**config.mk**
```make
export PLATFORM = sky130hd
export DESIGN_NAME = txd_dom_guard
export DESIGN_NICKNAME = d
export VERILOG_FILES = /design/src/rtl/txd_dom_guard_pkg.sv /design/src/rtl/txd_run_counter.sv /design/src/rtl/txd_lock_fsm.sv /design/src/rtl/txd_dom_guard.sv
export SDC_FILE = /design/constraint.sdc
export NUM_CORES = 1
export LEC_CHECK = 0
export ABC_AREA = 1
export BUFFER_PORTS_ARGS = -buffer_cell sky130_fd_sc_hd__buf_2
export CORE_MARGIN = 2
export CORE_UTILIZATION = 60
export CTS_CLUSTER_SIZE = 14
export DETAILED_ROUTE_END_ITERATION = 10
export PLACE_DENSITY = 0.8
export SETUP_SLACK_MARGIN = 0.4
export SYNTH_ARGS = -nofsm -noshare
export SYNTH_HDL_FRONTEND = slang
export SYNTH_SLANG_ARGS = --single-unit
export TNS_END_PERCENT = 5
```
**constraint.sdc**
```tcl
create_clock -name clk_i -period 1.95 [get_ports clk_i]
set_input_delay 0.2925 -clock clk_i [delete_from_list [all_inputs] [get_ports clk_i]]
set_output_delay 0.2925 -clock clk_i [all_outputs]
set_load 0.02 [all_outputs]
```
**src/rtl/txd_dom_guard_pkg.sv**
```systemverilog
package txd_dom_guard_pkg;
  typedef enum logic {
    GUARD_ACTIVE = 1'b0,
    GUARD_LOCKED = 1'b1
  } guard_state_e;
endpackage

```
**src/rtl/txd_run_counter.sv**
```systemverilog
// Counts consecutive cycles with hit_i set; exceed_o flags the sample past LIMIT.
module txd_run_counter #(
  parameter int unsigned LIMIT = 16
) (
  input  logic clk_i,
  input  logic rst_ni,
  input  logic hit_i,
  output logic exceed_o
);
  localparam int unsigned W = $clog2(LIMIT + 1);
  localparam logic [W-1:0] LIM = W'(LIMIT);

  logic [W-1:0] cnt_q;

  always_ff @(posedge clk_i or negedge rst_ni) begin
    if (!rst_ni)          cnt_q <= '0;
    else if (!hit_i)      cnt_q <= '0;
    else if (cnt_q != LIM) cnt_q <= cnt_q + 1'b1;
  end

  assign exceed_o = hit_i && (cnt_q == LIM);
endmodule

```
**src/rtl/txd_lock_fsm.sv**
```systemverilog
module txd_lock_fsm
  import txd_dom_guard_pkg::*;
(
  input  logic clk_i,
  input  logic rst_ni,
  input  logic low_exceed_i,
  input  logic high_exceed_i,
  output logic locked_o
);
  guard_state_e state_q, state_d;

  always_comb begin
    state_d = state_q;
    unique case (state_q)
      GUARD_ACTIVE: if (low_exceed_i)  state_d = GUARD_LOCKED;
      GUARD_LOCKED: if (high_exceed_i) state_d = GUARD_ACTIVE;
      default:                         state_d = GUARD_ACTIVE;
    endcase
  end

  always_ff @(posedge clk_i or negedge rst_ni) begin
    if (!rst_ni) state_q <= GUARD_ACTIVE;
    else         state_q <= state_d;
  end

  assign locked_o = (state_q == GUARD_LOCKED);
endmodule

```
**src/rtl/txd_dom_guard.sv**
```systemverilog
module txd_dom_guard #(
  parameter int unsigned TIMEOUT_CYC = 2000,
  parameter int unsigned RELEASE_CYC = 3
) (
  input  logic clk_i,
  input  logic rst_ni,
  input  logic txd_i,
  input  logic tx_en_i,
  output logic drv_on_o,
  output logic timeout_o,
  output logic txd_mode_o
);
  logic low_exceed, high_exceed, locked;

  txd_run_counter #(.LIMIT(TIMEOUT_CYC)) u_low_run (
    .clk_i    (clk_i),
    .rst_ni   (rst_ni),
    .hit_i    (~txd_i),
    .exceed_o (low_exceed)
  );

  txd_run_counter #(.LIMIT(RELEASE_CYC)) u_high_run (
    .clk_i    (clk_i),
    .rst_ni   (rst_ni),
    .hit_i    (txd_i),
    .exceed_o (high_exceed)
  );

  txd_lock_fsm u_lock (
    .clk_i         (clk_i),
    .rst_ni        (rst_ni),
    .low_exceed_i  (low_exceed),
    .high_exceed_i (high_exceed),
    .locked_o      (locked)
  );

  assign drv_on_o   = tx_en_i & ~txd_i & ~locked;
  assign timeout_o  = locked;
  // raw level: a shorted-low line must still reach the sleep decision
  assign txd_mode_o = txd_i;
endmodule

```
After elaboration in Yosys (flattened, before gate mapping)
Cells that the tools add are included.
- add/sub/neg operators: 2
- eq/ne operators: 5
- mux-type cells: 7
- bitwise operators: 4
- reductions and logical operators: 3
- operators by type and width (kind ; number):
    2-to-1 mux 11 bit ; 2
    adder 11 x 1 -> 11 bit, second input constant ; 1
    equality test 11 bit, second input constant ; 1
    != test 11 bit, second input constant ; 1
    2-to-1 mux 2 bit ; 2
    adder 2 x 1 -> 2 bit, second input constant ; 1
    AND 1 bit ; 2
    equality test 2 bit, second input constant ; 1
    logical AND 1 bit ; 2
    2-to-1 mux 1 bit ; 2
    != test 2 x 1 -> 1 bit, second input constant ; 1
    != test 2 bit, second input constant ; 1
    NOT 1 bit ; 2
    one-hot mux 1 bit (2 select lines) ; 1
    nonzero test 2 bit ; 1
- register bits: 14
- input port bits: 4
- output and inout port bits: 3
- logic and storage cells: 24

Depth between registers and ports, before layout
Gate-level depths: netlist of run 1.
- word-level depth: 4
- mapped depth: 8
- gate-level depth less buffers: 8

Cells and area by module
From an unflattened synthesis of run 1, not the netlist that was laid out.
- cell total of the unflattened synthesis: 118
- area total of the unflattened synthesis: 875.8 um^2
- by module, submodules not included (module ; times used ; cells each ; area each (um^2) ; sequential area each (um^2)):
    txd_run_counter (u_low_run) ; 1 ; 95 ; 703.2 ; 275.3
    txd_run_counter (u_high_run) ; 1 ; 13 ; 105.1 ; 50.0
    txd_lock_fsm ; 1 ; 6 ; 43.8 ; 25.0
    txd_dom_guard ; 1 ; 4 ; 23.8 ; 0.0

Worst setup path after synthesis of run 1
OpenSTA, ideal clock, no wires.
- path type: register -> output
- from: reg u_lock.state_q, in the netlist u_lock.locked_o
- to: out drv_on_o
- data arrival time: 0.860 ns
- data required time: 1.657 ns
- setup slack: 0.798 ns
- stages on the path, launching flop included: 4
- path buffers: 0
- cells stage by stage: dfrtp_1 > inv_1 > nand2_1 > nor2_1
- longest elaborated chain between the ends: 2
- RTL lines (what ; RTL line ; text):
    start, declared ; txd_lock_fsm.sv:10 ; guard_state_e state_q, state_d;
    start signal, assigned ; txd_lock_fsm.sv:23 ; else state_q <= state_d;
    NOT 1 bit ; -- ;
    AND 1 bit ; txd_dom_guard.sv:37 ; assign drv_on_o = tx_en_i & ~txd_i & ~locked;
    end, declared ; txd_dom_guard.sv:9 ; output logic drv_on_o,
No other way between the ends.

Worst setup path after layout of run 1
Ends and elaborated chain as after synthesis.

==> metrics, run 1 <==
result of the run=completed; most frequent cell after synthesis=nand2_1; total congestion overflow=0; Final Wtd Congestion=about 0.82; H-tree levels=1; Data required, critical path=1.66 ns; fraction of the cycle the final worst path needs=approximately two thirds; antenna violations before repair=0; average size of a mapped cell=7.63 um2; clock insertion delay at the later pin of the skew report=~0.28 ns; total count of hold-check failures in the final report=0; async set or reset register ratio after synthesis=100%; cells taking the most area after synthesis=dfrtp_1, nand2_1, inv_1; Die Area=approximately 1600 um2; count of unique library cells instantiated by Yosys=17; Critical Path Slowest Stage Cell=dfrtp_1; setup repair after global routing missed its margin=no; number of storage elements in the synthesis netlist=14; largest voltage drop on the vdd net=0.363 mV; growth of design area from synthesis to finish=7.57%; via count of the first global-routing pass=574; Placement Rows=13; number of cells upsized or downsized after cts=0; Post-CTS Hold Buffers=1; y dimension of the die=between 40 and 50 um; drt initial violations=9; cell area after synthesis=just under 800 um2; detailed-router iteration count before antenna repair=4; proportion of synthesized chip area in sequential cells=44.2%; number of inserted diodes=0; total length of routed wires=around 1500 um; die outline width=between 40 and 50 um; Rel. slew slack=between 70% and 80%; fraction of final layout cells sized beyond drive strength 1=between 10% and 20%; maximum number of pins on one net before global-route repair=15; max incr delay on CP=0.40 ns; clock period minus final worst setup slack=~1.3 ns; Max Root-Sink Buffers=2; starting utilization of the core area=a little over three fifths; Static Leak=between 0.4 and 0.5 nW; placeable core area=1270 um2; highest net fanout along the worst path=3; biggest area consumer among synthesized cells=dfrtp_1; Setup Crit Path Kind=reg -> out; ratio of total power to cell area=roughly 600 nW/um2; Mapped Cells=roughly 100; Root Buffer=clkbuf_4; vias after detailed routing=roughly 670; pre-CTS setup slack=around 0.69 ns; net count after synthesis=about 110; clk slew on worst S/H paths=approximately 0.080 ns; count of endpoints failing setup in the final report=0; number of vias per cell after detailed routing=between 5 and 6; total of max-cap violations=0; Yosys Warn Count=0; setup TNS after final layout=0 ns; Worst Setup Start Kind=flip-flop; f_max=0.756 GHz; Post-CTS Setup Inserts=0; list of most frequent post-synthesis cells=nand2_1, inv_1, nor2_1; Slew @ Worst Pin=around 0.38 ns; worst path arrival time=slightly above 1 ns; filler cell count=between 100 and 150; number of buffers inserted during clock tree synthesis=3; post-route setup slack=about 0.63 ns; Final Skew=roughly 0.00090 ns; clock tree from TritonCTS=yes; remaining number of nets flagged by the antenna check after routing=0; half-perimeter wire length of the detailed placement result=around 1100 um; area share of the largest cell type after synthesis=between 40% and 50%; global-route usage over all layers=a little under a quarter; Max Transition Viols Final=0; Avg WL per Cell=around 12 um; class of the most critical hold timing path=in -> reg; Clock Sinks=14; wire length of the first global-routing pass=2470 um; total I/O pin count=7; Final Net Count=around 120; dominant register cell in the synthesized netlist=dfrtp_1; number of port buffers=6; ordered list of cells on the worst path=inv_1 > nand2_1 > nor2_1 > buf_2; crit end category=output pin; count of flip-flops with a built-in enable after synthesis=0; Residual DRC=0
cell type report:
cell class                      instances  area, um2  share of cell area [%]
Multi-Input combinational cell         71        358                    41.9
Timing Repair Buffer                    7       40.0                    4.69
Sequential cell                        14        350                    41.1
Clock buffer                            3       22.5                    2.64
Tap cell                               15       18.8                    2.20
Inverter                               17       63.8                    7.48
metrics by stage:
step / utilization, % / instance area [um2] / cells / hold slack, ns / total power, mW
final: 67.3 / 853 / 127 / 0.252 / 0.524
after global routing: 67.3 / 853 / 127 / 0.267 / 0.552
after CTS: 67.3 / 853 / 127 / 0.254 / 0.528
after detailed placement: 64.7 / 821 / 123 / 0.210 / 0.367
after global placement: 64.7 / 821 / 123 / 0.204 / 0.363
after floorplan: - / 793 / 104 / -0.00309 / 0.350
final timing paths:
check | cells past startpoint | slack (ns) | to | start
min in group asynchronous | 2 | 0.43 | u_low_run.cnt_q[3] | rst_ni
worst max-delay path | 4 | 0.63 | drv_on_o | u_lock.locked_o
max in group asynchronous | 2 | 1.27 | u_low_run.cnt_q[8] | rst_ni
worst max register to register | 8 | 0.68 | u_lock.locked_o | u_low_run.cnt_q[0]
worst min-delay path | 2 | 0.25 | u_low_run.cnt_q[10] | txd_i
worst min register to register | 1 | 0.48 | u_high_run.cnt_q[0] | u_high_run.cnt_q[0]
metal layers:
metal / GRT usage, % / part of all wire, %
met4: 12.5 / 1.7
met1: 28.8 / 45
met2: 38.5 / 49
met5: 0 / 0
met3: 6.67 / 3.5
power by group:
group,switching [mW],internal [mW],total [mW]
Clock,0.0908,0.0717,0.162
Combinational,0.0301,0.0183,0.0484
Sequential,0.0112,0.302,0.313
Total,0.132,0.392,0.524
critical path: cells and delay by family (launching register included):
kind	cells	cell delay, ns
buffers and inverters	2	0.23
and+or+nand+nor	2	0.12
DFF	1	0.40
state kept, by name (all words and copies together), names as in the netlist:
signal	cells
u_lock.locked_o	1
u_low_run.cnt_q	11
u_high_run.cnt_q	2
cells by family (layout without fill, tap and decap cells):
logic type,Yosys count,after routing,synth area share (%)
and+or+nand+nor,57,57,33.0
buffers and inverters,19,27,10.7
DFF,14,14,44.2
AOI/OAI and AO/OA,10,10,6.31
adders and majority gates,3,3,4.73
xor gates and xnor gates,1,1,1.10
layout by cell type (no fill, tap or decap):
master / netlist / final
nor3b_1: 1 / 1
nand3_2: 2 / 2
nor3_1: 1 / 1
xor2_1: 1 / 1
nand3_1: 8 / 8
nor2_4: 1 / 1
inv_1: 17 / 17
dlygate4sd3_1: 0 / 1
buf_2: 0 / 6
o21ai_0: 6 / 6
nand2_1: 24 / 24
nor2_2: 2 / 2
clkbuf_4: 0 / 3
nor2_1: 15 / 15
dfrtp_1: 14 / 14
ha_1: 3 / 3
nand4_1: 3 / 3
a21oi_1: 4 / 4
Power figures use the tool's default switching activity.
==> run 2, diff against run 1 <==
--- a/config.mk
+++ b/config.mk
@@ -5,13 +5,13 @@
 export SDC_FILE = /design/constraint.sdc
 export NUM_CORES = 1
 export LEC_CHECK = 0
-export ABC_AREA = 1
+export ABC_AREA = 0
 export BUFFER_PORTS_ARGS = -buffer_cell sky130_fd_sc_hd__buf_2
 export CORE_MARGIN = 2
-export CORE_UTILIZATION = 60
+export CORE_UTILIZATION = 50
 export CTS_CLUSTER_SIZE = 14
 export DETAILED_ROUTE_END_ITERATION = 10
-export PLACE_DENSITY = 0.8
+export PLACE_DENSITY = 0.72
 export SETUP_SLACK_MARGIN = 0.4
 export SYNTH_ARGS = -nofsm -noshare
 export SYNTH_HDL_FRONTEND = slang
==> constraint.sdc (replaced) <==
create_clock -name clk_i -period 1.2 [get_ports clk_i]
set_input_delay 0.18 -clock clk_i [delete_from_list [all_inputs] [get_ports clk_i]]
set_output_delay 0.18 -clock clk_i [all_outputs]
set_load 0.02 [all_outputs]
==> metrics, run 2 <==
Placement Rows=13 (unchanged); net count after synthesis=81 (-27%); area share of the largest cell type after synthesis=47.2% (+3.1 points); Static Leak=0.455 nW (+1.2%); antenna violations before repair=0 (unchanged); crit-path leading delay family=simple AND/OR/NAND/NOR gates; number of vias per cell after detailed routing=5.47 (+4.4%); power spent charging and discharging nets=0.255 mW (+93%); Data required, critical path=1.36 ns (-0.30 ns); class of the most critical hold timing path=in -> reg; clock period minus final worst setup slack=roughly 1.5 ns; total of max-cap violations=0 (unchanged); vias after detailed routing=635 (-4.7%); cell area after synthesis=742 um2 (-6.5%); cells taking the most area after synthesis=dfrtp_1, ha_1, a21oi_1; starting utilization of the core area=55.0% (-7.6 points); Max Root-Sink Buffers=2 (unchanged); list of most frequent post-synthesis cells=dfrtp_1, a21oi_1, inv_1; total I/O pin count=7 (unchanged); H-tree levels=1 (unchanged); proportion of synthesized chip area in sequential cells=47.2% (+3.1 points); Root Buffer=clkbuf_4; Int Power=0.764 mW (+95%); clk slew on worst S/H paths=0.09 ns (about the same); Slew @ Worst Pin=0.309 ns (-0.0679 ns); placeable core area=1350 um2 (+6.4%); count of endpoints failing setup in the final report=11 (+11); worst path arrival time=1.71 ns (+0.68 ns); Seq pwr share=50.9% (-8.8 points); global-route usage over all layers=20.4% (-3.6 points); maximum number of pins on one net before global-route repair=20 (+5); count of unique library cells instantiated by Yosys=26 (+9); fraction of the cycle the final worst path needs=128%; wire length of the first global-routing pass=2720 um (+10%); setup TNS after final layout=-2.10 ns (-2.10 ns); clock tree from TritonCTS=yes; remaining number of nets flagged by the antenna check after routing=0 (unchanged); combinational group share of total power=15.8% (+6.6 points); ratio of total power to cell area=990 nW/um2 (+61%); Mapped Cells=74 (-29%); Residual DRC=0 (unchanged); Die Area=1810 um2 (+11%); Reg area=350 um2 (unchanged); fraction of final layout cells sized beyond drive strength 1=41.6% (+29 points); setup repair after global routing missed its margin=yes; most common cell after layout, fill and taps aside=buf_4; number of buffers inserted during clock tree synthesis=3 (unchanged); number of port buffers=6 (unchanged); drt initial violations=16 (+7); total congestion overflow=0 (unchanged); commonest cells after routing, fill and taps aside=buf_4, dfrtp_1; number of storage elements in the synthesis netlist=14 (unchanged); count of flip-flops with a built-in enable after synthesis=0 (unchanged); post-route setup slack=-0.342 ns (-0.969 ns); Setup Crit Path Kind=reg -> reg; async set or reset register ratio after synthesis=100% (unchanged); y dimension of the die=42.5 um (+5.4%); Final Net Count=109 (-9.9%); overall power consumption=1.02 mW (+95%); number of inserted diodes=0 (unchanged); Max Transition Viols Final=0 (unchanged); Post-CTS Setup Inserts=0 (unchanged); Critical Path Slowest Stage Cell=or4b_4; Avg WL per Cell=14.7 um (+25%); ordered list of cells on the worst path=or4b_4 > nor3_4 > mux2_4; biggest area consumer among synthesized cells=dfrtp_1; result of the run=finished with violations; f_max=0.649 GHz; via count of the first global-routing pass=651 (+13%); Yosys Warn Count=0 (unchanged); Final Skew=0.00807 ns (+0.00718 ns); die outline width=42.5 um (+5.4%); filler cell count=101 (-9.0%); Largest register FFs=11 (unchanged); Final Wtd Congestion=0.733 (-11%); Most flops, register=u_low_run.cnt_q; crit end category=flip-flop; total count of hold-check failures in the final report=0 (unchanged); clock insertion delay at the later pin of the skew report=0.28 ns (about the same); half-perimeter wire length of the detailed placement result=1140 um (+1.9%); buffers plus inverters on the worst setup path=0 (-2); largest voltage drop on the vdd net=0.892 mV (+150%); dominant register cell in the synthesized netlist=dfrtp_1; clock network power share=33.3% (+2.3 points); pre-CTS setup slack=-0.356 ns (-1.05 ns); detailed-router iteration count before antenna repair=4 (unchanged); Rel. slew slack=79.4% (+4.6 points); total length of routed wires=1700 um (+14%); max incr delay on CP=0.55 ns (+0.15 ns); growth of design area from synthesis to finish=38.8%; most frequent cell after synthesis=dfrtp_1; highest net fanout along the worst path=2 (-1); Worst Setup Start Kind=flip-flop; cell total after placement=111 (-9.8%); Clock Sinks=14 (unchanged); average size of a mapped cell=10.0 um2 (+31%); area taken by multi-input logic gates=407 um2 (+14%); switching power as a share of total power=25.1% (-0.16 points); violations in the final reports=negative setup slack; non-filler cells in the finished layout=116 (-8.7%)
## run 2: changes by cell type in the layout (fill, tap and decap cells not counted), sizes merged, moves of 3 or more
cell	before	now
inv	17	5
nor2	18	4
buf	6	25
or3	0	3
o21ai	6	3
nand2	24	4
nand3	10	4
or4	0	4
o31ai	0	4
## run 2: power groups by stage
stage                     sequential (mW)  clock [mW]  combinational, mW
after floorplan                     0.519           0             0.0757
after CTS                           0.518       0.354              0.149
after global placement              0.518           0              0.127
final                               0.519       0.339              0.161
after detailed placement            0.520           0              0.133
after global routing                0.523       0.369              0.181
## run 2: metrics by stage
step / hold WS, ns / instance area (um2) / util, %
floorplan: -0.116 / 742 / -
global placement: 0.0890 / 918 / 68.0
detailed placement: 0.0935 / 918 / 68.0
CTS: 0.180 / 1000 / 74.1
global route: 0.186 / 1030 / 76.3
finish: 0.179 / 1030 / 76.3
## run 2: area by class of cell
type | instances | area share [%]
sequential | 14 | 34.0
tap | 15 | 1.82
multi-input combinational | 52 | 39.5
timing repair buffer | 26 | 19.3
clock buffer | 4 | 3.52
inverter | 5 | 1.82
## run 2: metal layers
layer  GRT usage, %  part of all wire [%]
met5              0                     0
met4           9.38                   1.1
met1           25.3                    42
met3           5.17                   3.5
met2           32.9                    53
## run 2: what timing repair did
item,CTS,global route
hold buffers,1,0
pin swaps,5,6
gates resized for setup,9,8
endpoints found under the setup margin,17,16
hold endpoints to repair,14,0
## run 2: final timing paths
path	start	to	slack, ns	depth (start not counted)
setup / recovery	u_low_run.cnt_q[2]	u_low_run.cnt_q[0]	-0.34	3
max in group asynchronous	rst_ni	u_low_run.cnt_q[8]	0.64	2
setup reg to reg	u_low_run.cnt_q[2]	u_low_run.cnt_q[0]	-0.34	3
hold / removal	txd_i	u_low_run.cnt_q[5]	0.18	2
min in group asynchronous	rst_ni	u_low_run.cnt_q[2]	0.32	2
hold reg to reg	u_low_run.cnt_q[9]	u_low_run.cnt_q[9]	0.58	2
## run 2: logic make-up (layout without fill, tap and decap cells)
| logic type | count (synthesis) | in the layout | synth area share (%) |
|---|---|---|---|
| muxes | 3 | 3 | 4.22 |
| adders and majority gates | 3 | 3 | 5.06 |
| AOI/OAI and AO/OA | 15 | 15 | 12.0 |
| buffers and inverters | 8 | 35 | 4.55 |
| and+or+nand+nor | 28 | 28 | 23.4 |
| xor gates and xnor gates | 3 | 3 | 3.54 |
| DFF | 14 | 14 | 47.2 |
## run 2: worst reg2reg max path, stage by stage (launching register included)
cell	delay (ns)
dfrtp_1	0.39
or4b_4	0.55
nor3_4	0.16
mux2_4	0.32
==> run 3, diff against run 2 <==
--- a/config.mk
+++ b/config.mk
@@ -8,10 +8,10 @@
 export ABC_AREA = 0
 export BUFFER_PORTS_ARGS = -buffer_cell sky130_fd_sc_hd__buf_2
 export CORE_MARGIN = 2
-export CORE_UTILIZATION = 50
+export CORE_UTILIZATION = 55
 export CTS_CLUSTER_SIZE = 14
 export DETAILED_ROUTE_END_ITERATION = 10
-export PLACE_DENSITY = 0.72
+export PLACE_DENSITY = 0.75
 export SETUP_SLACK_MARGIN = 0.4
 export SYNTH_ARGS = -nofsm -noshare
 export SYNTH_HDL_FRONTEND = slang
==> constraint.sdc (replaced) <==
create_clock -name clk_i -period 1.5 [get_ports clk_i]
set_input_delay 0.225 -clock clk_i [delete_from_list [all_inputs] [get_ports clk_i]]
set_output_delay 0.225 -clock clk_i [all_outputs]
set_load 0.02 [all_outputs]
==> metrics, run 3 (synthesis gave the netlist of run 2 again) <==
overall power consumption=0.721 mW (-29%); total I/O pin count=7 (unchanged); ratio of total power to cell area=817 nW/um2 (-17%); crit end category=flip-flop; total of max-cap violations=0 (unchanged); Critical Path Slowest Stage Cell=or4b_4; Critical R2R Launch=u_low_run.cnt_q[2]; Final Skew=0.00353 ns (-0.00454 ns); remaining number of nets flagged by the antenna check after routing=0 (unchanged); via count of the first global-routing pass=503 (-23%); total count of hold-check failures in the final report=0 (unchanged); placeable core area=1280 um2 (-4.8%); global-route usage over all layers=20.7% (+0.30 points); class of the most critical hold timing path=in -> reg; Root Buffer=clkbuf_4; Final Net Count=95 (-13%); length of routed wiring on met1=693 um (-3.1%); Data required, critical path=1.67 ns (+0.31 ns); f_max=0.647 GHz (-0.30%); Slew @ Worst Pin=0.321 ns (+0.0121 ns); clock period minus final worst setup slack=1.55 ns (+0.00468 ns); Avg WL per Cell=14.7 um (about the same); Placement Rows=13 (unchanged); number of buffers inserted during clock tree synthesis=3 (unchanged); most common cell after layout, fill and taps aside=dfrtp_1; pre-CTS setup slack=-0.0231 ns (+0.333 ns); number of inserted diodes=0 (unchanged); y dimension of the die=40.7 um (-4.2%); worst reg2reg setup slack=-0.05 ns (+0.30 ns); crit-path leading delay family=simple AND/OR/NAND/NOR gates; half-perimeter wire length of the detailed placement result=994 um (-13%); total length of routed wires=1480 um (-13%); H-tree levels=1 (unchanged); startpoint of the tightest hold check path=txd_i; buffers plus inverters on the worst setup path=0 (unchanged); Worst Setup Start Kind=flip-flop; number of port buffers=6 (unchanged); violations in the final reports=negative setup slack; result of the run=finished with violations; Worst Hold Margin=0.311 ns (+0.132 ns); fraction of final layout cells sized beyond drive strength 1=23.3% (-18 points); Max Root-Sink Buffers=2 (unchanged); ordered list of cells on the worst path=or4b_4 > nor3_4 > mux2_4; number of instances on the worst hold path=2 (unchanged); Die Area=1660 um2 (-8.2%); vias after detailed routing=587 (-7.6%); Setup Crit Path Kind=reg -> reg; uppermost layer routed=met4; clk slew on worst S/H paths=0.08 ns (about the same); drt initial violations=14 (-2); met3 wire len=52 um (-13%); detailed-router iteration count before antenna repair=4 (unchanged); maximum number of pins on one net before global-route repair=20 (unchanged); setup TNS after final layout=-0.0529 ns (+2.05 ns); Hold EP=u_low_run.cnt_q[6]; die outline width=40.7 um (-4.2%); highest net fanout along the worst path=2 (unchanged); setup repair after global routing missed its margin=yes; post-route setup slack=-0.0463 ns (+0.295 ns); Reg2Reg Capture Point=u_low_run.cnt_q[0]; clock tree from TritonCTS=yes; Rel. slew slack=78.6% (-0.80 points); total congestion overflow=0 (unchanged); largest voltage drop on the vdd net=0.735 mV (-18%); worst path arrival time=1.72 ns (about the same); Most flops, register=u_low_run.cnt_q; count of endpoints failing setup in the final report=2 (-9); Post-CTS Setup Inserts=0 (unchanged); growth of design area from synthesis to finish=18.9%; Static Leak=0.376 nW (-17%); Largest register FFs=11 (unchanged); total length of routed met2 wires=714 um (-21%); Residual DRC=0 (unchanged); clock insertion delay at the later pin of the skew report=0.28 ns (about the same); max incr delay on CP=0.55 ns (about the same); fraction of the cycle the final worst path needs=103% (-25 points); Final Wtd Congestion=0.698 (-4.7%); antenna violations before repair=0 (unchanged); Clock Sinks=14 (unchanged); Max Transition Viols Final=0 (unchanged); starting utilization of the core area=57.7% (+2.8 points); path depth of the worst reg2reg path=3 (unchanged); number of vias per cell after detailed routing=5.81 (+6.2%); commonest cells after routing, fill and taps aside=dfrtp_1, a21oi_1, buf_2; wire length of the first global-routing pass=2190 um (-19%)
==> run 3: cell types whose count changed in the layout (fill, tap and decap cells not counted), sizes merged <==
cell	before	now
clkbuf	4	3
buf	25	11
==> run 3: routing by layer <==
| metal | up-vias | GRT usage (%) |
|---|---|---|
| met5 | - | 0 |
| met2 | 14 | 32.5 |
| met4 | 0 | 7.50 |
| li1 | 292 | - |
| met3 | 3 | 4.89 |
| met1 | 278 | 27.4 |
==> run 3: worst max-delay path by stage <==
| stage | start | endpoint | slack (ns) | cells past startpoint |
|---|---|---|---|---|
| 6_report | u_low_run.cnt_q[2] | u_low_run.cnt_q[0] | -0.05 | 3 |
| 5_1_grt | u_low_run.cnt_q[2] | u_low_run.cnt_q[1] | -0.11 | 4 |
| 4_1_cts | u_low_run.cnt_q[2] | u_low_run.cnt_q[0] | -0.04 | 3 |
| 3_5_place_dp | u_low_run.cnt_q[2] | u_low_run.cnt_q[0] | -0.02 | 3 |
| 3_3_place_gp | u_low_run.cnt_q[2] | u_low_run.cnt_q[0] | 0.02 | 3 |
| 2_1_floorplan | u_low_run.cnt_q[2] | u_low_run.cnt_q[0] | -0.1 | 3 |
==> run 3: cell type report <==
type | instances | area (um2)
clock buffer | 3 | 22.5
tap | 15 | 18.8
fill | 105 | 403
timing repair buffer | 12 | 91.3
sequential | 14 | 350
inverter | 5 | 21.3
multi-input combinational | 52 | 378
==> run 3: repair_timing <==
action | in CTS | in global routing
hold endpoints to repair | 14 | 0
setup endpoints to repair | 11 | 13
hold buffers | 1 | 0
gates resized for setup | 5 | 5
pin swaps | 4 | 2
==> run 3: through the flow <==
stage	util, %	cells	cell area [um2]
CTS	67.3	101	865
global placement	63.3	97	813
finish	68.6	101	882
global route	68.6	101	882
floorplan	-	74	742
detailed placement	63.3	97	813
==> run 3: power breakdown <==
part           leakage (nW)  switching (mW)  internal (mW)
sequential            0.191          0.0175          0.395
combinational         0.171          0.0520         0.0433
clock                0.0138           0.120         0.0934
total                 0.376           0.189          0.532
